**src/rtl/addr_guard_pkg.sv**
```systemverilog
package addr_guard_pkg;

    typedef enum logic [2:0] {
        FC_RSV0     = 3'b000,
        FC_USR_DATA = 3'b001,
        FC_USR_PROG = 3'b010,
        FC_RSV3     = 3'b011,
        FC_RSV4     = 3'b100,
        FC_SUP_DATA = 3'b101,
        FC_SUP_PROG = 3'b110,
        FC_IACK     = 3'b111
    } fcode_e;

    typedef enum logic {
        MODE_SANDBOX = 1'b0,
        MODE_RELOC   = 1'b1
    } conf_mode_e;

    typedef enum logic [2:0] {
        SEL_MASK   = 3'd0,
        SEL_SEGID  = 3'd1,
        SEL_BASE   = 3'd2,
        SEL_UPPER  = 3'd3,
        SEL_LOWER  = 3'd4,
        SEL_MODE   = 3'd5
    } cfg_sel_e;

    typedef enum logic {
        ST_IDLE = 1'b0,
        ST_RESP = 1'b1
    } resp_state_e;

endpackage

```
**src/rtl/addr_guard_cfg.sv**
```systemverilog
module addr_guard_cfg
    import addr_guard_pkg::*;
#(
    parameter int ADDR_W = 24,
    parameter int SEG_W  = 8
) (
    input  logic              clk,
    input  logic              rst_n,
    input  logic              wr_en,
    input  logic [2:0]        wr_sel,
    input  logic [ADDR_W-1:0] wr_data,
    output logic [ADDR_W-1:0] mask,
    output logic [ADDR_W-1:0] segid,
    output logic [ADDR_W-1:0] base,
    output logic [ADDR_W-1:0] upper,
    output logic [ADDR_W-1:0] lower,
    output logic              mode
);
    localparam int OFF_W = ADDR_W - SEG_W;
    localparam logic [ADDR_W-1:0] MASK_RST = {{SEG_W{1'b0}}, {OFF_W{1'b1}}};

    always_ff @(posedge clk) begin
        if (!rst_n) begin
            mask  <= MASK_RST;
            segid <= '0;
            base  <= '0;
            upper <= '1;
            lower <= '0;
            mode  <= MODE_SANDBOX;
        end else if (wr_en) begin
            case (cfg_sel_e'(wr_sel))
                SEL_MASK:  mask  <= wr_data;
                SEL_SEGID: segid <= wr_data;
                SEL_BASE:  base  <= wr_data;
                SEL_UPPER: upper <= wr_data;
                SEL_LOWER: lower <= wr_data;
                SEL_MODE:  mode  <= wr_data[0];
                default:   ;
            endcase
        end
    end

    // Configuration changes only on an enabled write
    assert_cfg_hold_R11: assert property (@(posedge clk) disable iff (!rst_n)
        !wr_en |=> ($stable(mask) && $stable(segid) && $stable(base)
                    && $stable(upper) && $stable(lower) && $stable(mode)));

endmodule

```
**src/rtl/addr_guard_xlate.sv**
```systemverilog
module addr_guard_xlate
    import addr_guard_pkg::*;
#(
    parameter int              ADDR_W    = 24,
    parameter int              WIN_LSB   = 4,
    parameter logic [ADDR_W-1:0] CTRL_BASE = 24'hFFFFF0
) (
    input  logic [ADDR_W-1:0] addr,
    input  logic              write,
    input  logic [2:0]        fc,
    input  logic [ADDR_W-1:0] mask,
    input  logic [ADDR_W-1:0] segid,
    input  logic [ADDR_W-1:0] base,
    input  logic [ADDR_W-1:0] upper,
    input  logic [ADDR_W-1:0] lower,
    input  logic              mode,
    output logic [ADDR_W-1:0] eff,
    output logic              fault,
    output logic              is_super,
    output logic              is_prog,
    output logic              cfg_we
);
    logic              in_win;
    logic [ADDR_W:0]   sum;
    logic              out_of_window;

    assign in_win = (addr[ADDR_W-1:WIN_LSB] == CTRL_BASE[ADDR_W-1:WIN_LSB]);
    assign sum    = {1'b0, base} + {1'b0, addr};
    assign out_of_window = sum[ADDR_W]
                         || (sum[ADDR_W-1:0] > upper)
                         || (sum[ADDR_W-1:0] < lower);

    always_comb begin
        eff      = '0;
        fault    = 1'b0;
        is_super = 1'b0;
        is_prog  = 1'b0;
        cfg_we   = 1'b0;
        unique case (fcode_e'(fc))
            FC_USR_DATA, FC_USR_PROG: begin
                is_prog = (fcode_e'(fc) == FC_USR_PROG);
                if (write && (is_prog || in_win)) begin
                    fault = 1'b1;
                end else if (mode == MODE_SANDBOX) begin
                    eff = (addr & mask) | segid;
                end else if (out_of_window) begin
                    fault = 1'b1;
                end else begin
                    eff = sum[ADDR_W-1:0];
                end
            end
            FC_SUP_DATA: begin
                is_super = 1'b1;
                eff      = addr;
                cfg_we   = write && in_win;
            end
            FC_SUP_PROG: begin
                is_super = 1'b1;
                is_prog  = 1'b1;
                eff      = addr;
            end
            FC_IACK: begin
                is_super = 1'b1;
                eff      = addr;
            end
            FC_RSV0, FC_RSV3, FC_RSV4: begin
                fault = 1'b1;
            end
        endcase
    end

endmodule

```
**src/rtl/addr_guard.sv**
```systemverilog
module addr_guard
    import addr_guard_pkg::*;
#(
    parameter int                ADDR_W    = 24,
    parameter int                SEG_W     = 8,
    parameter int                WIN_LSB   = 4,
    parameter logic [ADDR_W-1:0] CTRL_BASE = 24'hFFFFF0
) (
    input  logic              clk,
    input  logic              rst_n,
    input  logic              req_valid,
    input  logic [ADDR_W-1:0] req_addr,
    input  logic              req_write,
    input  logic [2:0]        req_fc,
    input  logic [ADDR_W-1:0] req_wdata,
    output logic              out_valid,
    output logic [ADDR_W-1:0] out_addr,
    output logic              out_super,
    output logic              out_prog,
    output logic              out_fault
);
    resp_state_e state_q, state_nx;

    logic [ADDR_W-1:0] c_mask, c_segid, c_base, c_upper, c_lower;
    logic              c_mode;
    logic [ADDR_W-1:0] x_eff;
    logic              x_fault, x_super, x_prog, x_cfg_we;

    addr_guard_cfg #(.ADDR_W(ADDR_W), .SEG_W(SEG_W)) u_cfg (
        .clk     (clk),
        .rst_n   (rst_n),
        .wr_en   (req_valid && x_cfg_we),
        .wr_sel  (req_addr[2:0]),
        .wr_data (req_wdata),
        .mask    (c_mask),
        .segid   (c_segid),
        .base    (c_base),
        .upper   (c_upper),
        .lower   (c_lower),
        .mode    (c_mode)
    );

    addr_guard_xlate #(.ADDR_W(ADDR_W), .WIN_LSB(WIN_LSB), .CTRL_BASE(CTRL_BASE)) u_xlate (
        .addr     (req_addr),
        .write    (req_write),
        .fc       (req_fc),
        .mask     (c_mask),
        .segid    (c_segid),
        .base     (c_base),
        .upper    (c_upper),
        .lower    (c_lower),
        .mode     (c_mode),
        .eff      (x_eff),
        .fault    (x_fault),
        .is_super (x_super),
        .is_prog  (x_prog),
        .cfg_we   (x_cfg_we)
    );

    // State register
    always_ff @(posedge clk) begin
        if (!rst_n) state_q <= ST_IDLE;
        else        state_q <= state_nx;
    end

    always_comb begin
        state_nx = ST_IDLE;
        unique case (state_q)
            ST_IDLE: state_nx = req_valid ? ST_RESP : ST_IDLE;
            ST_RESP: state_nx = req_valid ? ST_RESP : ST_IDLE;
        endcase
    end

    // Output strobe decoded from state
    always_comb begin
        out_valid = 1'b0;
        unique case (state_q)
            ST_IDLE: out_valid = 1'b0;
            ST_RESP: out_valid = 1'b1;
        endcase
    end

    // Registered response
    always_ff @(posedge clk) begin
        if (!rst_n) begin
            out_addr  <= '0;
            out_super <= 1'b0;
            out_prog  <= 1'b0;
            out_fault <= 1'b0;
        end else begin
            out_fault <= req_valid && x_fault;
            if (req_valid) begin
                out_addr  <= x_eff;
                out_super <= x_super;
                out_prog  <= x_prog;
            end
        end
    end

    assert_valid_next_R2: assert property (@(posedge clk) disable iff (!rst_n)
        req_valid |=> out_valid);
    assert_idle_next_R2: assert property (@(posedge clk) disable iff (!rst_n)
        !req_valid |=> !out_valid);
    assert_fault_in_resp_R2: assert property (@(posedge clk) disable iff (!rst_n)
        out_fault |-> out_valid);
    assert_reserved_fault_R8: assert property (@(posedge clk) disable iff (!rst_n)
        (req_valid && (req_fc == 3'b000 || req_fc == 3'b011 || req_fc == 3'b100)) |=> out_fault);
    assert_uprog_write_R10: assert property (@(posedge clk) disable iff (!rst_n)
        (req_valid && req_fc == 3'b010 && req_write) |=> out_fault);
    assert_super_pass_R7: assert property (@(posedge clk) disable iff (!rst_n)
        (req_valid && (req_fc == 3'b101 || req_fc == 3'b110))
        |=> (!out_fault && out_addr == $past(req_addr) && out_super));
    assert_iack_pass_R9: assert property (@(posedge clk) disable iff (!rst_n)
        (req_valid && req_fc == 3'b111) |=> (!out_fault && out_addr == $past(req_addr)));
    assert_fault_zero_R13: assert property (@(posedge clk) disable iff (!rst_n)
        out_fault |-> (out_addr == '0));

endmodule

```
**config.mk**
```make
export PLATFORM = sky130hd
export DESIGN_NAME = addr_guard
export DESIGN_NICKNAME = d
export VERILOG_FILES = /design/src/rtl/addr_guard_pkg.sv /design/src/rtl/addr_guard_cfg.sv /design/src/rtl/addr_guard_xlate.sv /design/src/rtl/addr_guard.sv
export SDC_FILE = /design/constraint.sdc
export NUM_CORES = 1
export LEC_CHECK = 0
export BUFFER_PORTS_ARGS = -buffer_cell sky130_fd_sc_hd__buf_4
export CORE_MARGIN = 3
export CORE_UTILIZATION = 45
export CTS_CLUSTER_DIAMETER = 40
export CTS_CLUSTER_SIZE = 20
export DETAILED_ROUTE_END_ITERATION = 8
export GPL_ROUTABILITY_DRIVEN = 0
export PLACE_DENSITY = 0.59
export SYNTH_ARGS = -nofsm -noshare
export SYNTH_HDL_FRONTEND = slang
export SYNTH_SLANG_ARGS = --single-unit
```
**constraint.sdc**
```tcl
create_clock -name clk -period 5.4 [get_ports clk]
set_clock_uncertainty 0.2 [all_clocks]
set_input_delay 0.54 -clock clk [delete_from_list [all_inputs] [get_ports clk]]
set_output_delay 0.54 -clock clk [all_outputs]
set_load 0.01 [all_outputs]
```
* Word-level counts from Yosys, hierarchy flattened *
Index checks and enable logic that the tools add are counted.

cells by class
  reduce and logical (&&, ||, !) cells = 18
  bitwise gates (word level) = 3
  $lt $le $gt $ge = 2
  eq/ne operators = 13
  shift-type cells = 0
  multiplexer cells = 13
  $mul = 0
  divide/modulo/power cells = 0
  add/sub/neg operators = 1

operators with widths
  kind                                                             number
  24-bit 2-to-1 mux                                                3
  24-bit one-hot mux with 2 select lines                           1
  24-bit by 24-bit adder with 25-bit output                        1
  24-bit bitwise AND                                               1
  24-bit greater-than comparator                                   1
  24-bit < comparator                                              1
  24-bit OR                                                        1
  20-bit == test, second input constant                            1
  3-bit == test, second input constant                             6
  3-bit by 2-bit == test with 1-bit output, second input constant  4
  2-bit AND reduction                                              6
  3-bit by 1-bit == test with 1-bit output, second input constant  2
  3-bit logical NOT                                                2
  1-bit 2-to-1 mux                                                 6
  1-bit one-hot mux with 2 select lines                            3
  3-bit OR reduction                                               2
  1-bit logical AND                                                4
  1-bit logical OR                                                 3
  2-bit OR reduction                                               1
  1-bit inverter                                                   1

word-level totals
  bits in writable memories = 0
  memories kept = 0
  logic and storage cells = 61
  output and inout port bits = 28
  latch bits = 0
  register bits = 149
  memory bits (read-only) = 0
  bits of input ports = 55

* Logic depth before layout (Yosys ltp) *
Gate-level depths: netlist of the first run.

  word-level depth = 9
  gate-level depth with buffers = 20

* By module *
From an unflattened synthesis of the first run, not the netlist that was laid out.

second synthesis, totals
  cells, all modules = 974
  area, all modules = 8841.0 um^2

modules (own cells, without submodules)
  module            cells each  seq. area each (um^2)  area an instance (um^2)  instances
  addr_guard_cfg    452         2422.3                 4668.2                   1
  addr_guard_xlate  434         0.0                    3129.3                   1
  addr_guard        88          560.5                  1043.5                   1

* Least setup slack after synthesis of the first run *
OpenSTA, ideal clock, no wires.

  path type = input to register
  start = input port req_addr[0]
  end = register out_addr[11]
  slack = 0.588 ns
  path buffers = 1
  data required time = 5.141 ns
  stages = 18
  arrival time = 4.553 ns
  path through = ha_1 -> fa_1 -> a211oi_1 -> o21a_1 -> o211ai_2 -> a211oi_1 -> o21ai_1 -> a21oi_1 -> o21bai_1 -> xor2_1 -> ha_1 -> nand4_1 -> or4_1 -> o21ai_0 -> a41oi_2 -> nor3_2 -> buf_6 -> a22o_1

on the way
  word-level cells in the longest chain between the ends = 8
  elaborated cells between the ends (all ways) = 9
  classes of those cells = 1 x add/sub; 2 x order compare; 4 x mux; 2 x reduce/logical

ends and longest elaborated chain
  what                                         line                    source
  start: declaration                           addr_guard.sv:12        input logic [ADDR_W-1:0] req_addr,
  24-bit by 24-bit adder with 25-bit output *  addr_guard_xlate.sv:28  assign sum = {1'b0, base} + {1'b0, addr};
  24-bit greater-than comparator               addr_guard_xlate.sv:30  || (sum[ADDR_W-1:0] > upper)
  1-bit logical OR                             addr_guard_xlate.sv:30
  1-bit logical OR                             addr_guard_xlate.sv:31  || (sum[ADDR_W-1:0] < lower);
  24-bit 2-to-1 mux *                          addr_guard_xlate.sv:46  end else if (out_of_window) begin
  24-bit 2-to-1 mux *                          addr_guard_xlate.sv:44  end else if (mode == MODE_SANDBOX) begin
  24-bit 2-to-1 mux *                          addr_guard_xlate.sv:42  if (write && (is_prog || in_win)) begin
  24-bit one-hot mux with 2 select lines *     addr_guard_xlate.sv:39  unique case (fcode_e'(fc))
  end signal: assignment                       addr_guard.sv:86        out_addr <= '0;
  end signal: assignment                       addr_guard.sv:93        out_addr <= x_eff;
  end: declaration                             addr_guard.sv:17        output logic [ADDR_W-1:0] out_addr,

Mark *: on every way between the ends. The rest lies on a longest branch, timed or not.
A chain may end at the register's enable or synchronous reset.

* Final worst setup path of the first run *
  start = register u_cfg.base[0]
  end = register out_addr[23]

on the way
  word-level cells in the longest chain between the ends = 8
  elaborated cells between the ends (all ways) = 9
  classes of those cells = 1 x add/sub; 2 x order compare; 4 x mux; 2 x reduce/logical

ends and longest elaborated chain
  what                                         line                    source
  start: declaration                           addr_guard_cfg.sv:14    output logic [ADDR_W-1:0] base,
  start signal: assignment                     addr_guard_cfg.sv:34    SEL_BASE: base <= wr_data;
  24-bit by 24-bit adder with 25-bit output *  addr_guard_xlate.sv:28
  24-bit greater-than comparator               addr_guard_xlate.sv:30
  1-bit logical OR                             addr_guard_xlate.sv:30
  1-bit logical OR                             addr_guard_xlate.sv:31
  24-bit 2-to-1 mux *                          addr_guard_xlate.sv:46
  24-bit 2-to-1 mux *                          addr_guard_xlate.sv:44
  24-bit 2-to-1 mux *                          addr_guard_xlate.sv:42
  24-bit one-hot mux with 2 select lines *     addr_guard_xlate.sv:39

Marked as above.

==> results.md, run 1 <==
- Die Span Y: 142.7 um
- Die Wd: about 140 um
- Clock power frac: 0.473
- Number of global-route vias before repair: 7305
- Final Max Slew Viols: 0
- Sequential share of the synthesized area: 0.3548
- Clock latency on the worst-skew pair: 0.44 ns
- Most common library cells after synthesis: nand2_1, dfxtp_1, ha_1, a21oi_1, a21boi_0
- I/O Buffers: a little over 80
- Comb pwr share: 0.094
- Top Ports: 83
- Worst-path clk slew: around 0.060 ns
- Nets@finish: about 1200
- Internal Power: 1912 uW
- Max-Cap Viols: 0
- Total number of H-tree levels: 4
- Fin Setup TNS: 0 ns
- Most common cell in the synthesized netlist: nand2_1
- Synth Cell Area: 8407 um^2
- Yosys top cell by area: dfxtp_1
- Worst rel slew slack: 0.1681
- Hold Crit Class: in2reg
- Final worst path period share: 0.9217
- F_max: between 200 and 250 MHz
- Layout cell share with drive strength beyond 1: 0.1313
- EDFF count, synth: 0
- Reg power frac: 0.433
- Num rows: approximately 50
- GRT Total Usage: 0.2605
- Hold_buf cts: 0
- CTS tree: yes
- Final min period: 4.977 ns
- Arrival @ worst endpoint: 5.16 ns
- CP Capture Type: flip-flop
- Sw power: 665.6 uW
- Worst Path Max Fanout: 20
- Ys Warns: 0
- Initial Utilization: 0.4633
- Overflow after GRT: 0
- DR pass1 iterations: 5
- PostCTS Resize Cnt: 0
- Sink Count: 149
- Top_reg_cell synth: dfxtp_1
- Post-synthesis mux area share: 0.004763
- Synth Net Count: 1178
- Non-filler cells, final: around 1300
- ANT cells: 0
- Measured slew at the worst slew-check pin: 1.248 ns
- Num CTS Buffers: 17
- Setup violations, final: 0
- Synth cell types: 64
- Initial antenna violation count: 0
- Synth area leaders: dfxtp_1, nand2_1, ha_1, a21boi_0, a22o_1
- VDD IR max: roughly 0.20 mV
- Avg Inst Size Synth: 7.999 um^2
- Maximum buffer depth of the clock tree: 2
- Status: completed
- Startpoint Class: flip-flop
- Post-Synth XOR/XNOR Area: 0.02084
- Pwr dens: around 260 nW/um^2
- DR vias: 7623
- FFs w/ async S/R, synth: 0
- Post-route ant nets: 0
- WP data required: 5.58 ns
- Fin. Hold Viols: 0
- DRT iter0 DRCs: 586
- Simple-gate share of the synthesized area: 0.1902
- Layout area overhead: 16.54%
- Largest family of logic cells by synthesized area: compound AO/OA/AOI/OAI gates
- Yosys reg bits: 149
- First-pass GRT wire length: about 41 mm
- Synth Area in Compound Gates: 0.2630
- Setup bufs post-CTS: 0
- WL per Instance: around 19 um
- DPL Wire Length: 17.74 mm
- DRT Wirelength: approximately 26 mm
- Placed cells: 1317
- CTS root buf: clkbuf_16
- Adder-cell area share of the yosys netlist: 0.1081
- Core Box Area: 18150 um^2
- Largest net degree at the start of global routing: 80
- Die area: 20360 um^2
- Vias per std cell: about 5.7
- Top-area cell type share of the netlist area: 0.3548
- Sw Ratio: 0.2582
- Fill cells: 1761
- Mapped Cells: about 1100
- P_leak: 0.004110 uW
- WS Path Type: reg2reg
- RSZ-0062 raised after global routing: no
- Residual DRC: 0
[kinds of logic (layout without fill, tap and decap cells)]
family | after synthesis | in the layout
AND/OR/NAND/NOR | 370 | 370
AO/OA/AOI/OAI | 313 | 313
flip-flops | 149 | 149
buffers and inverters | 123 | 192
adder cells (fa/ha/maj) | 72 | 72
XOR/XNOR | 20 | 20
multiplexers | 4 | 4
[path summary, 6_finish.rpt]
kind,from,to,slack [ns],cells past startpoint
max,u_cfg.base[0]$_SDFFE_PN0P_,out_addr[23]$_SDFFE_PN0P_,0.42,18
min reg2reg,u_cfg.base[20]$_SDFFE_PN0P_,u_cfg.base[20]$_SDFFE_PN0P_,0.26,2
min,req_wdata[9],u_cfg.mask[9]$_SDFFE_PN1P_,0.16,3
max reg2reg,u_cfg.base[0]$_SDFFE_PN0P_,out_addr[23]$_SDFFE_PN0P_,0.42,18
[placed cells by master, fill, tap and decap left out, drive strengths merged, types with 4 or more instances in the layout]
cell,n
a211oi,9
clkinvlp,5
nand4,16
nand2,251
buf,97
ha,71
o211a,4
xor2,6
a21oi,69
dfxtp,149
nor2b,4
nor3,7
nand3,29
o21ai,33
xnor2,14
a22o,44
inv,66
and3,6
mux2i,4
a21boi,83
nor2,34
o21bai,5
a21o,16
o211ai,29
clkbuf,19
[critical path: stages, from the launching register on]
cell and delay, ns:
dfxtp_1 0.31, ha_1 0.21, fa_1 0.46, a211oi_1 0.34, o21a_1 0.21, o211ai_2 0.10, a211oi_1 0.39, o21ai_1 0.16
a21oi_1 0.24, o21bai_1 0.10, xor2_1 0.17, ha_1 0.32, nand4_1 0.12, or4_1 0.51, o21ai_0 0.25, a41oi_2 0.19
nor3_4 0.22, buf_12 0.21, a32o_1 0.18
[stage by stage]
stage / cell area, um^2 / power [uW] / worst slack [ns] / utilization / hold WS, ns
3_3_place_gp: 9209 / 1381 / 0.2242 / 0.5074 / 0.2435
2_1_floorplan: 8407 / 1266 / 0.5880 / - / 0.2311
5_1_grt: 9797 / 2668 / 0.05324 / 0.5399 / 0.1602
3_5_place_dp: 9209 / 1381 / 0.1089 / 0.5074 / 0.2480
6_report: 9797 / 2577 / 0.4228 / 0.5399 / 0.1605
4_1_cts: 9797 / 2591 / 0.4350 / 0.5399 / 0.1491
[sequential cells by signal, indices dropped and copies added, names as in the netlist]
signal,cells
u_cfg.mask,24
out_fault,1
u_cfg.upper,24
u_cfg.mode,1
u_cfg.base,24
out_addr,24
out_prog,1
out_super,1
u_cfg.segid,24
state_q,1
u_cfg.lower,24
[power by group through the flow]
stage / clock, uW / sequential (uW) / combinational [uW]
after floorplan: 0 / 1140 / 121
final: 1220 / 1120 / 242
after global placement: 0 / 1140 / 240
after CTS: 1230 / 1120 / 242
after detailed placement: 0 / 1140 / 241
after global routing: 1290 / 1120 / 265
[per-layer routing]
| layer | global-route usage | routed length [um] |
|---|---|---|
| met5 | 0 | 0 |
| met4 | 0.06353 | 332 |
| met3 | 0.04889 | 1340 |
| met2 | 0.3776 | 11040 |
| met1 | 0.3978 | 12970 |
[final cells by class]
cell class	instances	area [um^2]	area share
Multi-Input combinational cell	779	4961	0.5064
Sequential cell	149	2984	0.3046
Timing Repair Buffer	97	740.7	0.07561
Clock buffer	19	442.9	0.04521
Tap cell	229	286.5	0.02925
Inverter	63	236.5	0.02414
Clock inverter	13	145.1	0.01481
Note: power is estimated with default switching activity, not from simulation.
==> inputs of run 2 (changes only) <==
Settings changed: CORE_ASPECT_RATIO from default to 0.8.
==> results.md, run 2 (synthesis gave the netlist of run 1 again) <==
- DRT Wirelength: 25.93 mm (+0.96%)
- I/O Buffers: 82 (unchanged)
- Core Box Area: 18220 um^2 (+0.41%)
- Startpoint Class: flip-flop
- Final Cell Area: 9916 um^2 (+1.2%)
- Die Wd: 158.8 um (+11%)
- Top Ports: 83 (unchanged)
- Hold Crit Class: in2reg
- CTS tree: yes
- Maximum buffer depth of the clock tree: 2 (unchanged)
- Die Span Y: 128.3 um (-10%)
- Initial Utilization: 0.4613 (-0.001908)
- Total number of H-tree levels: 4 (unchanged)
- DPL Wire Length: 17.74 mm (about the same)
- Residual DRC: 0 (unchanged)
- VDD IR max: 0.1294 mV (-36%)
- F_max: 198.8 MHz (-1.1%)
- Arrival @ worst endpoint: 5.20 ns (+0.04 ns)
- P_leak: 0.004157 uW (+1.2%)
- First-pass GRT wire length: 40.96 mm (-0.80%)
- Num rows: 44 (-10%)
- Worst Path Max Fanout: 15 (-25%)
- Die area: 20370 um^2 (about the same)
- Sink Count: 149 (unchanged)
- DRT iter0 DRCs: 598 (+2.0%)
- Max-Cap Viols: 0 (unchanged)
- Fin. Hold Viols: 0 (unchanged)
- CP startpoint: u_cfg.base[0]$_SDFFE_PN0P_
- Measured slew at the worst slew-check pin: 1.177 ns (-0.07043 ns)
- Layout area overhead: 17.95%
- WS Path Type: reg2reg
- Worst rel slew slack: 0.2132 (+0.04505)
- Pwr dens: 278.7 nW/um^2 (+5.9%)
- Hold_buf cts: 0 (unchanged)
- Vias per std cell: 5.561 (-1.6%)
- Commonest non-fill, non-tap cell in the layout: nand2_1
- Overflow after GRT: 0 (unchanged)
- CTS root buf: clkbuf_16
- Status: completed
- DR vias: 7635 (+0.16%)
- Hold wc startpoint: req_wdata[7]
- Largest net degree at the start of global routing: 96 (+20%)
- Final Max Slew Viols: 0 (unchanged)
- WL per Instance: 18.88 um (-0.81%)
- Post-route ant nets: 0 (unchanged)
- Fin Hold WS: 0.1576 ns (-0.002848 ns)
- Placed Area: 9231 um^2 (+0.24%)
- Worst-path clk slew: 0.07 ns (about the same)
- Initial antenna violation count: 0 (unchanged)
- Clock latency on the worst-skew pair: 0.44 ns (about the same)
- RSZ-0062 raised after global routing: no
- Setup violations, final: 0 (unchanged)
- GRT Total Usage: 0.2552 (-0.005331)
- Final min period: 5.031 ns (+0.05337 ns)
- ANT cells: 0 (unchanged)
- Final worst path period share: 0.9316 (+0.009884)
- WP data required: 5.57 ns (about the same)
- Most frequent cells in the layout: nand2_1, dfxtp_1, buf_4, ha_1, a21oi_1
- Worst r2r src: u_cfg.base[0]$_SDFFE_PN0P_
- Num CTS Buffers: 17 (unchanged)
- CP Capture Type: flip-flop
- Number of global-route vias before repair: 7207 (-1.3%)
- PostCTS Resize Cnt: 0 (unchanged)
- Pwr Total: 2763 uW (+7.2%)
- Setup bufs post-CTS: 0 (unchanged)
- Layout cell share with drive strength beyond 1: 0.1321 (+0.0008929)
- DR pass1 iterations: 5 (unchanged)
- Fin Setup TNS: 0 ns (unchanged)
- Nets@finish: 1234 (unchanged)
==> run 2: changes by cell type in the layout (fill, tap and decap cells not counted), sizes merged <==
| cell | previous run | this run |
|---|---|---|
| clkbuf | 19 | 18 |
| clkinvlp | 5 | 3 |
| inv | 66 | 65 |
| bufinv | 2 | 6 |
==> run 2: final timing paths <==
check	end	slack [ns]	cells past startpoint
hold / removal	u_cfg.mask[7]$_SDFFE_PN1P_	0.16	3
hold reg to reg	u_cfg.base[6]$_SDFFE_PN0P_	0.26	2
setup / recovery	out_addr[17]$_SDFFE_PN0P_	0.37	18
setup reg to reg	out_addr[17]$_SDFFE_PN0P_	0.37	18
==> run 2: final cells by class <==
class | instances | area, um^2
Clock inverter | 14 | 245.2
Clock buffer | 18 | 439.2
Inverter | 63 | 236.5
Fill cell | 1760 | 8307
Tap cell | 253 | 316.6
Timing Repair Buffer | 97 | 728.2
Multi-Input combinational cell | 779 | 4966
Sequential cell | 149 | 2984
==> run 2: through the flow <==
stage	util	setup slack, ns	instances
floorplan	-	0.5880	1051
global placement	0.5066	0.1035	1341
detailed placement	0.5066	0.06515	1341
CTS	0.5442	0.3810	1373
global route	0.5442	0.07598	1373
finish	0.5442	0.3694	1373
==> run 2: power breakdown <==
part	internal [uW]	switching [uW]
logic	104	138
clock network	885	520
registers	1110	6.94
total	2100	665
==> run 2: metal layers <==
layer  GRT usage  wire (um)  up-vias
li1            -          -     3798
met5           0          0        -
met1      0.3924      13710     3584
met3     0.04360       1477       29
met4     0.07411        426        0
met2      0.3631      10310      224
==> run 2: critical path, stage by stage, from the launching register on <==
cell      delay, ns
dfxtp_1        0.32
ha_1           0.21
fa_1           0.43
a211oi_1       0.41
o21a_1         0.23
o211ai_2       0.10
a211oi_1       0.39
o21ai_1        0.16
a21oi_1        0.24
o21bai_1       0.10
xor2_1         0.16
ha_1           0.31
nand4_1        0.11
or4_1          0.51
o21ai_0        0.24
a41oi_2        0.19
nor3_4         0.16
buf_4          0.29
a32o_1         0.19
